File: config.mk
export PLATFORM = sky130hd
export DESIGN_NAME = sync_slave_tx
export DESIGN_NICKNAME = d
export VERILOG_FILES = /design/src/rtl/sst_pkg.sv /design/src/rtl/sst_edge_sync.sv /design/src/rtl/sst_hold_buf.sv /design/src/rtl/sst_shifter.sv /design/src/rtl/sync_slave_tx.sv
export SDC_FILE = /design/constraint.sdc
export NUM_CORES = 1
export LEC_CHECK = 0
export ABC_AREA = 1
export BUFFER_PORTS_ARGS = -buffer_cell sky130_fd_sc_hd__buf_2
export CAP_MARGIN = 5
export CORE_MARGIN = 5
export CORE_UTILIZATION = 50
export DETAILED_ROUTE_END_ITERATION = 10
export PLACE_DENSITY = 0.73
export SYNTH_ARGS = -nofsm -noshare
export SYNTH_HDL_FRONTEND = slang
export SYNTH_HIERARCHICAL = 1
export SYNTH_SLANG_ARGS = --single-unit
File: constraint.sdc
create_clock -name clk -period 2.15 [get_ports clk]
set_input_delay 0.1075 -clock clk [delete_from_list [all_inputs] [get_ports clk]]
set_output_delay 0.1075 -clock clk [all_outputs]
set_load 0.02 [all_outputs]
File: src/rtl/sst_pkg.sv
package sst_pkg;

  // Source of a shift register load in a given cycle
  typedef enum logic [1:0] {
    LOAD_NONE      = 2'd0,
    LOAD_DIRECT    = 2'd1,
    LOAD_FROM_HOLD = 2'd2
  } load_src_e;

  // Transmit is allowed only in synchronous slave mode with receive off
  function automatic logic tx_gate(
    input logic port_en,
    input logic sync_mode,
    input logic clk_master,
    input logic rx_single_en,
    input logic rx_cont_en,
    input logic tx_en
  );
    return port_en & sync_mode & ~clk_master & ~rx_single_en & ~rx_cont_en & tx_en;
  endfunction

endpackage

File: src/rtl/sst_edge_sync.sv
module sst_edge_sync #(
  parameter int STAGES = 2
) (
  input  logic clk,
  input  logic rst_n,
  input  logic async_in,
  output logic rise_o,
  output logic fall_o
);
  localparam int LAST = STAGES - 1;

  // chain[0..STAGES-1] are synchronizer flops, chain[STAGES] is the history flop
  logic [STAGES:0] chain;

  always_ff @(posedge clk) begin
    if (!rst_n) chain <= '0;
    else        chain <= {chain[STAGES-1:0], async_in};
  end

  assign rise_o = chain[LAST] & ~chain[STAGES];
  assign fall_o = ~chain[LAST] & chain[STAGES];
endmodule

File: src/rtl/sst_hold_buf.sv
module sst_hold_buf #(
  parameter int FRAME_W = 9,
  parameter int LEN_W   = 4
) (
  input  logic               clk,
  input  logic               rst_n,
  input  logic               clear,
  input  logic               push,
  input  logic [FRAME_W-1:0] frame_in,
  input  logic [LEN_W-1:0]   len_in,
  input  logic               pop,
  output logic               valid_o,
  output logic [FRAME_W-1:0] frame_o,
  output logic [LEN_W-1:0]   len_o
);
  always_ff @(posedge clk) begin
    if (!rst_n || clear) begin
      valid_o <= 1'b0;
      frame_o <= '0;
      len_o   <= '0;
    end else if (push && !valid_o) begin
      valid_o <= 1'b1;
      frame_o <= frame_in;
      len_o   <= len_in;
    end else if (pop) begin
      valid_o <= 1'b0;
    end
  end
endmodule

File: src/rtl/sst_shifter.sv
module sst_shifter #(
  parameter int   FRAME_W = 9,
  parameter int   LEN_W   = 4,
  parameter logic IDLE    = 1'b1
) (
  input  logic               clk,
  input  logic               rst_n,
  input  logic               clear,
  input  logic               load,
  input  logic [FRAME_W-1:0] load_frame,
  input  logic [LEN_W-1:0]   load_len,
  input  logic               rise,
  input  logic               fall,
  output logic               busy_o,
  output logic               done_o,
  output logic               tx_o,
  output logic [LEN_W-1:0]   bits_left_o
);
  logic [FRAME_W-1:0] sh_q;

  // A frame ends on the falling edge after its last bit has been presented
  assign done_o = busy_o & fall & (bits_left_o == '0);

  always_ff @(posedge clk) begin
    if (!rst_n || clear) begin
      sh_q        <= '0;
      bits_left_o <= '0;
      busy_o      <= 1'b0;
      tx_o        <= IDLE;
    end else if (load) begin
      busy_o <= 1'b1;
      if (rise) begin
        tx_o        <= load_frame[0];
        sh_q        <= load_frame >> 1;
        bits_left_o <= load_len - 1'b1;
      end else begin
        sh_q        <= load_frame;
        bits_left_o <= load_len;
      end
    end else if (rise) begin
      if (busy_o && bits_left_o != '0) begin
        tx_o        <= sh_q[0];
        sh_q        <= sh_q >> 1;
        bits_left_o <= bits_left_o - 1'b1;
      end else if (!busy_o) begin
        tx_o <= IDLE;
      end
    end else if (done_o) begin
      busy_o <= 1'b0;
    end
  end
endmodule

File: src/rtl/sync_slave_tx.sv
module sync_slave_tx #(
  parameter int   DATA_W      = 8,
  parameter int   SYNC_STAGES = 2,
  parameter logic IDLE_LEVEL  = 1'b1
) (
  input  logic              clk,
  input  logic              rst_n,
  input  logic              port_en,
  input  logic              sync_mode,
  input  logic              clk_master,
  input  logic              rx_single_en,
  input  logic              rx_cont_en,
  input  logic              tx_en,
  input  logic              nine_bit,
  input  logic              ninth_bit,
  input  logic              irq_en,
  input  logic              wr_en,
  input  logic [DATA_W-1:0] wr_data,
  input  logic              ext_clk,
  output logic              tx_data,
  output logic              buf_empty,
  output logic              shift_empty,
  output logic              irq
);
  import sst_pkg::*;

  localparam int FRAME_W = DATA_W + 1;
  localparam int LEN_W   = $clog2(FRAME_W + 1);

  function automatic logic [FRAME_W-1:0] build_frame(
    input logic [DATA_W-1:0] d, input logic ext, input logic b9);
    return ext ? {b9, d} : {1'b0, d};
  endfunction

  function automatic logic [LEN_W-1:0] frame_len(input logic ext);
    return ext ? LEN_W'(FRAME_W) : LEN_W'(DATA_W);
  endfunction

  // Named internal events, observed by the bound checker
  logic               active;
  logic               rise_evt, fall_evt;
  logic               busy, done_evt;
  logic               hold_valid;
  logic [FRAME_W-1:0] hold_frame;
  logic [LEN_W-1:0]   hold_len;
  logic [LEN_W-1:0]   bits_left;
  logic               wr_ok, load_direct, push_hold, load_from_hold, wr_dropped;
  load_src_e          load_src;
  logic [FRAME_W-1:0] new_frame, sh_frame;
  logic [LEN_W-1:0]   new_len, sh_len;
  logic               flag_q;

  assign active = tx_gate(port_en, sync_mode, clk_master, rx_single_en, rx_cont_en, tx_en);

  sst_edge_sync #(.STAGES(SYNC_STAGES)) u_sync (
    .clk(clk), .rst_n(rst_n), .async_in(ext_clk),
    .rise_o(rise_evt), .fall_o(fall_evt)
  );

  assign new_frame      = build_frame(wr_data, nine_bit, ninth_bit);
  assign new_len        = frame_len(nine_bit);
  assign wr_ok          = wr_en & active;
  assign load_direct    = wr_ok & ~busy & ~hold_valid;
  assign push_hold      = wr_ok & busy & ~hold_valid;
  assign wr_dropped     = wr_ok & ~load_direct & ~push_hold;
  assign load_from_hold = active & hold_valid & (done_evt | ~busy);

  always_comb begin
    load_src = LOAD_NONE;
    if (load_from_hold)   load_src = LOAD_FROM_HOLD;
    else if (load_direct) load_src = LOAD_DIRECT;
  end

  always_comb begin
    case (load_src)
      LOAD_FROM_HOLD: begin sh_frame = hold_frame; sh_len = hold_len; end
      LOAD_DIRECT:    begin sh_frame = new_frame;  sh_len = new_len;  end
      default:        begin sh_frame = '0;         sh_len = '0;       end
    endcase
  end

  sst_hold_buf #(.FRAME_W(FRAME_W), .LEN_W(LEN_W)) u_hold (
    .clk(clk), .rst_n(rst_n), .clear(~active),
    .push(push_hold), .frame_in(new_frame), .len_in(new_len),
    .pop(load_from_hold),
    .valid_o(hold_valid), .frame_o(hold_frame), .len_o(hold_len)
  );

  sst_shifter #(.FRAME_W(FRAME_W), .LEN_W(LEN_W), .IDLE(IDLE_LEVEL)) u_shift (
    .clk(clk), .rst_n(rst_n), .clear(~active),
    .load(load_src != LOAD_NONE), .load_frame(sh_frame), .load_len(sh_len),
    .rise(rise_evt), .fall(fall_evt),
    .busy_o(busy), .done_o(done_evt), .tx_o(tx_data), .bits_left_o(bits_left)
  );

  always_ff @(posedge clk) begin
    if (!rst_n || !active)             flag_q <= 1'b0;
    else if (load_from_hold)           flag_q <= 1'b1;
    else if (load_direct || push_hold) flag_q <= 1'b0;
  end

  assign buf_empty   = flag_q;
  assign shift_empty = ~busy;
  assign irq         = flag_q & irq_en;
endmodule

==> flow_summary_export.csv, run 1 <==
group,metric,value,unit
run_status,status,"finished clean",
sta,grt_setup_unrepaired,"yes",
drt,wl,4630,µm
setup_path,crit_arrival,2300,ps
cells_and_area,fin_util,0.585,
cts,cts_made_buffers,5,
cts,cts_tree,"built",
power,pwr-share-seq,0.539,
sta,fin_skew,5.18,ps
drt,dr.pass1.iters,5,
place,portBuffers,24,
sta,finalHoldViolCount,0,
place,dpl.cell_count,387,
floorplan,initial_core_util,0.514,
floorplan,ioPinCount,25,
sta,worst-slew-pin-transition,572,ps
synth,synth_seq_cells,33,
cells_and_area,num-nets-final,370,
cells_and_area,area_growth,13.7,%
cts,clk_pin_slew,70,ps
cells_and_area,drive_above_1_share,0.253,
sta,setup_viol_count_final,0,
global_route,track_usage,0.184,
synth,yosysSeqAreaShare,0.324,
power,internal-power,865,µW
setup_path,worstSetupPathType,"flip-flop to flip-flop",
floorplan,die_w,73.9,µm
cells_and_area,final_common_cell,"nand2_1",
sta,post-route-period-util,0.967,
synth,ys_types,28,
place,gp_congestion,0.874,
cts,clkSinkCount,33,
synth,mappedNetlistArea,2040,µm²
setup_path,critPathLaunchType,"flip-flop",
sta,fin_crit,2080,ps
cts,clk_path_buf_depth,2,
floorplan,fp-row-count,23,
power,power_density,491,nW/µm²
drt,vias,1941,
cells_and_area,stdcell_count,398,
power,power_switching,275,µW
drt,wl_per_cell,11.6,µm
power,switching_share,0.241,
drt,drcViolationCount,0,
drt,vias_per_cell,4.88,
place,dp_hpwl,3310,µm
global_route,grt_pass1_wl,7680,µm
power,clkPwrFrac,0.401,
floorplan,die-area,5460,µm²
setup_path,endpoint_kind,"flip-flop",
synth,synth_cells,315,
synth,synth_warnings,6,
cells_and_area,mostFrequentLayoutCells,"nand2_1, nor2_1, inv_1, dfxtp_1, buf_2",
min_path,min_path_type,"primary input to flip-flop",
global_route,gr-total-overflow,0,
cts,root_buffer,"clkbuf_8",
sta,slew_violations,0,
cells_and_area,final_area,2320,µm²
global_route,grt_max_degree,16,
drt,ant_nets,0,
cts,clk-insertion-delay-late,290,ps
cells_and_area,antenna_cells,0,
sta,max_freq,481,MHz
cts,htreeDepth,2,
synth,avgSynthCellArea,6.48,µm²
floorplan,die_h,73.9,µm
place,postPlaceCellArea,2190,µm²
job,drv_cap,0,
sta,slew_headroom,0.618,
floorplan,core_area,3970,µm²
global_route,grt_pass1_vias,1758,
drt,drt_iter0_drc,123,
power,irDropWorstVdd,458,µV
power,combPwrFrac,0.060,
setup_path,worstPathRequired,2370,ps
global_route,grt_antenna_before_repair,0,
power,leakagePower,0.977,nW
setup_path,worstPathMaxFanout,5,
==> area by class of cell <==
class | instances | area (µm²)
clock buffer | 6 | 72.6
clock inverter | 2 | 10.0
fill | 421 | 1650
inverter | 54 | 203
multi-input combinational | 217 | 1100
sequential | 33 | 663
tap | 50 | 62.6
timing repair buffer | 36 | 213
==> per-layer routing <==
metal | up-vias | global-route usage | wire [µm]
li1 | 1030 | - | -
met1 | 861 | 0.221 | 2100
met2 | 39 | 0.292 | 2150
met3 | 11 | 0.0575 | 269
met4 | 0 | 0.0966 | 97
met5 | - | 0 | 0
==> registers in the layout, indices dropped and copies added, names as in the netlist <==
| name | cells |
|---|---|
| u_shift/tx_o | 1 |
| u_hold/frame_o | 9 |
| u_hold/len_o | 4 |
| u_shift/sh_q | 9 |
| u_shift/bits_left_o | 4 |
| u_sync/chain | 3 |
| u_shift/busy_o | 1 |
| u_hold/valid_o | 1 |
| buf_empty | 1 |
==> cell usage after synthesis <==
master | n | share of area
ha_1 | 2 | 0.012
nand2_2 | 2 | 0.0061
o21ai_0 | 13 | 0.032
conb_1 | 2 | 0.0037
a21oi_1 | 13 | 0.032
clkinv_1 | 1 | 0.0018
nor2_1 | 52 | 0.096
o21ai_2 | 14 | 0.060
and2_1 | 1 | 0.0031
inv_1 | 45 | 0.083
nand3_2 | 3 | 0.015
buf_4 | 3 | 0.011
buf_6 | 5 | 0.028
nor2_4 | 3 | 0.017
o22ai_2 | 1 | 0.0061
nor2_2 | 4 | 0.012
nand4_1 | 3 | 0.0092
o21ai_1 | 8 | 0.020
nand2_4 | 1 | 0.0055
clkbuf_4 | 1 | 0.0037
nand2_1 | 67 | 0.12
a21oi_2 | 3 | 0.013
a2bb2oi_1 | 1 | 0.0043
o21a_1 | 2 | 0.0074
inv_2 | 8 | 0.015
nand3_1 | 21 | 0.051
buf_2 | 3 | 0.0074
dfxtp_1 | 33 | 0.32
==> logic make-up after synthesis <==
| group | count (synthesis) | share of synthesized area |
|---|---|---|
| compound gates | 55 | 0.174 |
| buf+inv | 66 | 0.149 |
| simple gates | 157 | 0.338 |
| fa+ha+maj | 2 | 0.0123 |
| other cells | 2 | 0.00368 |
| flops | 33 | 0.324 |
==> critical path: stages, from the launching register on <==
cell     delay, ps
dfxtp_2        330
inv_2           60
ha_4           140
nand3_2         90
nor2_2         130
o21a_1         130
nand3_2        120
inv_2           90
nand2_1         60
o21ai_2         70
inv_1           80
ha_1           270
a21oi_1        140
o21ai_1         90
o21ai_1         90
nor2_1          50
nor2_1          80
==> worst paths after layout <==
path,startpoint,end,slack (ps),depth (start not counted)
worst max register to register,u_shift/bits_left_o[1],u_shift/bits_left_o[1],70,16
worst min-delay path,rst_n,u_sync/chain[0],90,3
worst min register to register,u_sync/chain[0],u_sync/chain[1],410,2
worst max-delay path,u_shift/bits_left_o[1],u_shift/bits_left_o[1],70,16
==> what timing repair did <==
item / 4_1_cts / 5_1_grt
hold buffers: 1 / 0
setup endpoints to repair: 1 / 2
resized for setup: 2 / 8
endpoints found under the hold margin: 1 / 0
buffers inserted: 1 / 2
pin swaps: 0 / 6
gates cloned: 0 / 0
==> per-stage QoR <==
stage	hold WS (ps)	worst slack (ps)	power, mW	TNS [ps]
global placement	287	84.5	0.693	0
finish	92.6	70.2	1.14	0
detailed placement	293	-13.7	0.695	-13.7
global route	104	-58.2	1.19	-58.2
CTS	79.2	13.7	1.15	0
floorplan	201	6.60	0.667	0
==> power by group through the flow <==
stage	Combinational [mW]	Sequential, mW	Clock [mW]
6_report	0.0679	0.614	0.457
5_1_grt	0.0776	0.614	0.503
4_1_cts	0.0678	0.614	0.472
3_5_place_dp	0.0663	0.628	0
3_3_place_gp	0.0648	0.628	0
2_1_floorplan	0.0386	0.628	0
Note: power is estimated with default switching activity, not from simulation.
==> inputs of run 2 (changes only) <==
--- a/config.mk
+++ b/config.mk
@@ -11,8 +11,7 @@
 export CORE_MARGIN = 5
 export CORE_UTILIZATION = 50
 export DETAILED_ROUTE_END_ITERATION = 10
-export PLACE_DENSITY = 0.73
+export PLACE_DENSITY = 0.74
 export SYNTH_ARGS = -nofsm -noshare
 export SYNTH_HDL_FRONTEND = slang
-export SYNTH_HIERARCHICAL = 1
 export SYNTH_SLANG_ARGS = --single-unit
==> run 2 against run 1 <==
- setup slack gained 180 ps
- first-iteration DRC count grew 23%
- cell count shrank 21%
- via count shrank 20%
- non-clock buffer count shrank 6
- clock skew grew 2.6 ps
- routed wire length shrank 21%
- flip-flop and latch count shrank 2
- hold slack lost 62 ps
- register-to-register slack gained 180 ps
- largest power group unchanged
- highest routed layer unchanged
==> flow_summary_export.csv, run 2 <==
group,metric,value,unit
synth,synth_seq_cells,31,
cts,clk_path_buf_depth,2,
cells_and_area,fin_util,0.579,
global_route,track_usage,0.186,
synth,synth_cells,239,
cts,clkSinkCount,31,
cts,root_buffer,"clkbuf_4",
sta,slew_headroom,0.701,
setup_path,crit_start,"u_shift.bits_left_o[0]",
synth,ys_types,29,
cells_and_area,area_growth,13.2,%
synth,synth_top_cell_area_share,0.369,
cells_and_area,antenna_cells,0,
min_path,hold_depth,3,
sta,post-route-period-util,0.884,
min_path,holdPathEnd,"u_hold.frame_o[7]",
cts,cts_tree,"built",
floorplan,die-area,4620,µm²
cts,clk-insertion-delay-late,330,ps
synth,synthFlopType,"dfxtp_1",
drt,drcViolationCount,0,
power,power_density,487,nW/µm²
cells_and_area,final_common_cell,"nand2_1",
setup_path,crit_chain,"inv_1 -> ha_1 -> nand3_1 -> nand2_2 -> nand2_4 -> nand2_4 -> inv_2 -> nand2_2 -> or2_2 -> nand3_1 -> inv_1",
synth,syn-num-nets,263,
global_route,grt_pass1_wl,6310,µm
cells_and_area,mostFrequentLayoutCells,"nand2_1, inv_1, dfxtp_1, nand3_1, buf_2",
setup_path,worstPathMaxFanout,12,
floorplan,die_w,68.0,µm
synth,synth_most_common_cell,"nand2_1",
sta,finalHoldViolCount,0,
setup_path,critPathLaunchType,"flip-flop",
sta,fin_skew,7.78,ps
min_path,min_path_type,"primary input to flip-flop",
floorplan,initial_core_util,0.512,
min_path,min-delay-start,"wr_data[7]",
sta,fin_crit,1900,ps
synth,avgSynthCellArea,7.03,µm²
global_route,gr-total-overflow,0,
synth,async_flop_share,0,
run_status,status,"finished clean",
floorplan,die_h,68.0,µm
drt,dr.pass1.iters,4,
sta,setup_viol_count_final,0,
cts,clk_pin_slew,90,ps
place,dp_hpwl,2820,µm
drt,vias,1553,
sta,grt_setup_unrepaired,"no",
drt,wl,3660,µm
job,drv_cap,0,
sta,max_freq,526,MHz
power,irDropWorstVdd,225,µV
setup_path,crit_arrival,2140,ps
synth,synth-edff-count,0,
floorplan,core_area,3280,µm²
setup_path,worstSetupPathType,"flip-flop to flip-flop",
synth,ys_top_cells_by_area,"dfxtp_1, nand2_1, nand3_1",
cells_and_area,drive_above_1_share,0.187,
setup_path,endpoint_kind,"flip-flop",
synth,yosysTopAreaCell,"dfxtp_1",
cts,cts_made_buffers,5,
cells_and_area,reg.largest.list,"u_hold.frame_o x9, u_shift.sh_q x9, u_shift.bits_left_o x4",
setup_path,r2r-end,"u_shift.sh_q[1]",
drt,wl_per_cell,11.7,µm
setup_path,r2r_start,"u_shift.bits_left_o[0]",
sta,slew_violations,0,
drt,vias_per_cell,4.95,
power,leakagePower,0.807,nW
drt,ant_nets,0,
cells_and_area,num-nets-final,293,
place,gp_congestion,0.893,
setup_path,critPathMaxStageDelay,330,ps
floorplan,fp-row-count,21,
drt,drt_iter0_drc,151,
setup_path,worst-r2r-cell-count,11,
synth,yosysSeqAreaShare,0.369,
cts,htreeDepth,2,
setup_path,slowest_stage,"dfxtp_1",
setup_path,reg2reg_slack,250,ps
synth,synth_warnings,0,
sta,worst-slew-pin-transition,448,ps
global_route,grt_max_degree,19,
global_route,grt_antenna_before_repair,0,
place,portBuffers,24,
global_route,grt_pass1_vias,1476,
sta,fin_tns_setup,0,ps
synth,mappedNetlistArea,1680,µm²
setup_path,worstPathRequired,2380,ps
floorplan,ioPinCount,25,
synth,synthTopCellsByCount,"nand2_1, dfxtp_1, inv_1",
==> run 2: critical path, delay by kind of cell, from the launching register on <==
kind          cells  cell delay (ps)
fa+ha+maj         1              210
flops             1              330
buf+inv           3              260
simple gates      7             1000
==> run 2: metrics by stage <==
stage	cells	power, mW	instance area (µm²)	hold slack (ps)	worst slack, ps
after floorplan	239	0.611	1680	201	573
after global routing	314	0.974	1900	32.1	44.8
after detailed placement	305	0.638	1830	298	267
after global placement	305	0.637	1830	295	307
final	314	0.926	1900	30.4	249
after CTS	314	0.938	1900	25.5	256
==> run 2: cells by family after synthesis <==
logic type	share of synthesized area
flops	0.369
buf+inv	0.103
compound gates	0.157
fa+ha+maj	0.0223
simple gates	0.332
xor+xnor	0.0156
==> run 2: metal layers <==
metal  track usage  share of wire
met1         0.222           0.46
met2         0.312           0.46
met3        0.0575          0.054
met4        0.0670          0.024
met5             0              0
==> run 2: how the worst max path moves through the flow <==
| stage | to | slack, ps |
|---|---|---|
| after floorplan | u_shift.sh_q[6] | 570 |
| after global placement | u_shift.sh_q[3] | 310 |
| after detailed placement | u_shift.sh_q[1] | 270 |
| after CTS | u_shift.sh_q[1] | 260 |
| after global routing | u_shift.sh_q[3] | 40 |
| final | u_shift.sh_q[1] | 250 |
==> run 2: what timing repair did <==
| action | CTS | global route |
|---|---|---|
| hold endpoints to repair | 3 | 0 |
| buffers inserted | 0 | 0 |
| hold buffers | 3 | 0 |
| gates resized for setup | 0 | 0 |
==> run 2: where the power goes <==
part	internal (mW)	switching, mW	total, mW
Combinational	0.0240	0.0274	0.0514
Sequential	0.576	0.00121	0.577
Clock	0.116	0.182	0.298
Total	0.716	0.211	0.926
==> run 2: area by class of cell <==
cell class | count | area [µm²]
inverter | 33 | 124
timing repair buffer | 30 | 173
clock buffer | 6 | 41.3
tap | 46 | 57.6
sequential | 31 | 621
fill | 312 | 1380
multi-input combinational | 168 | 886
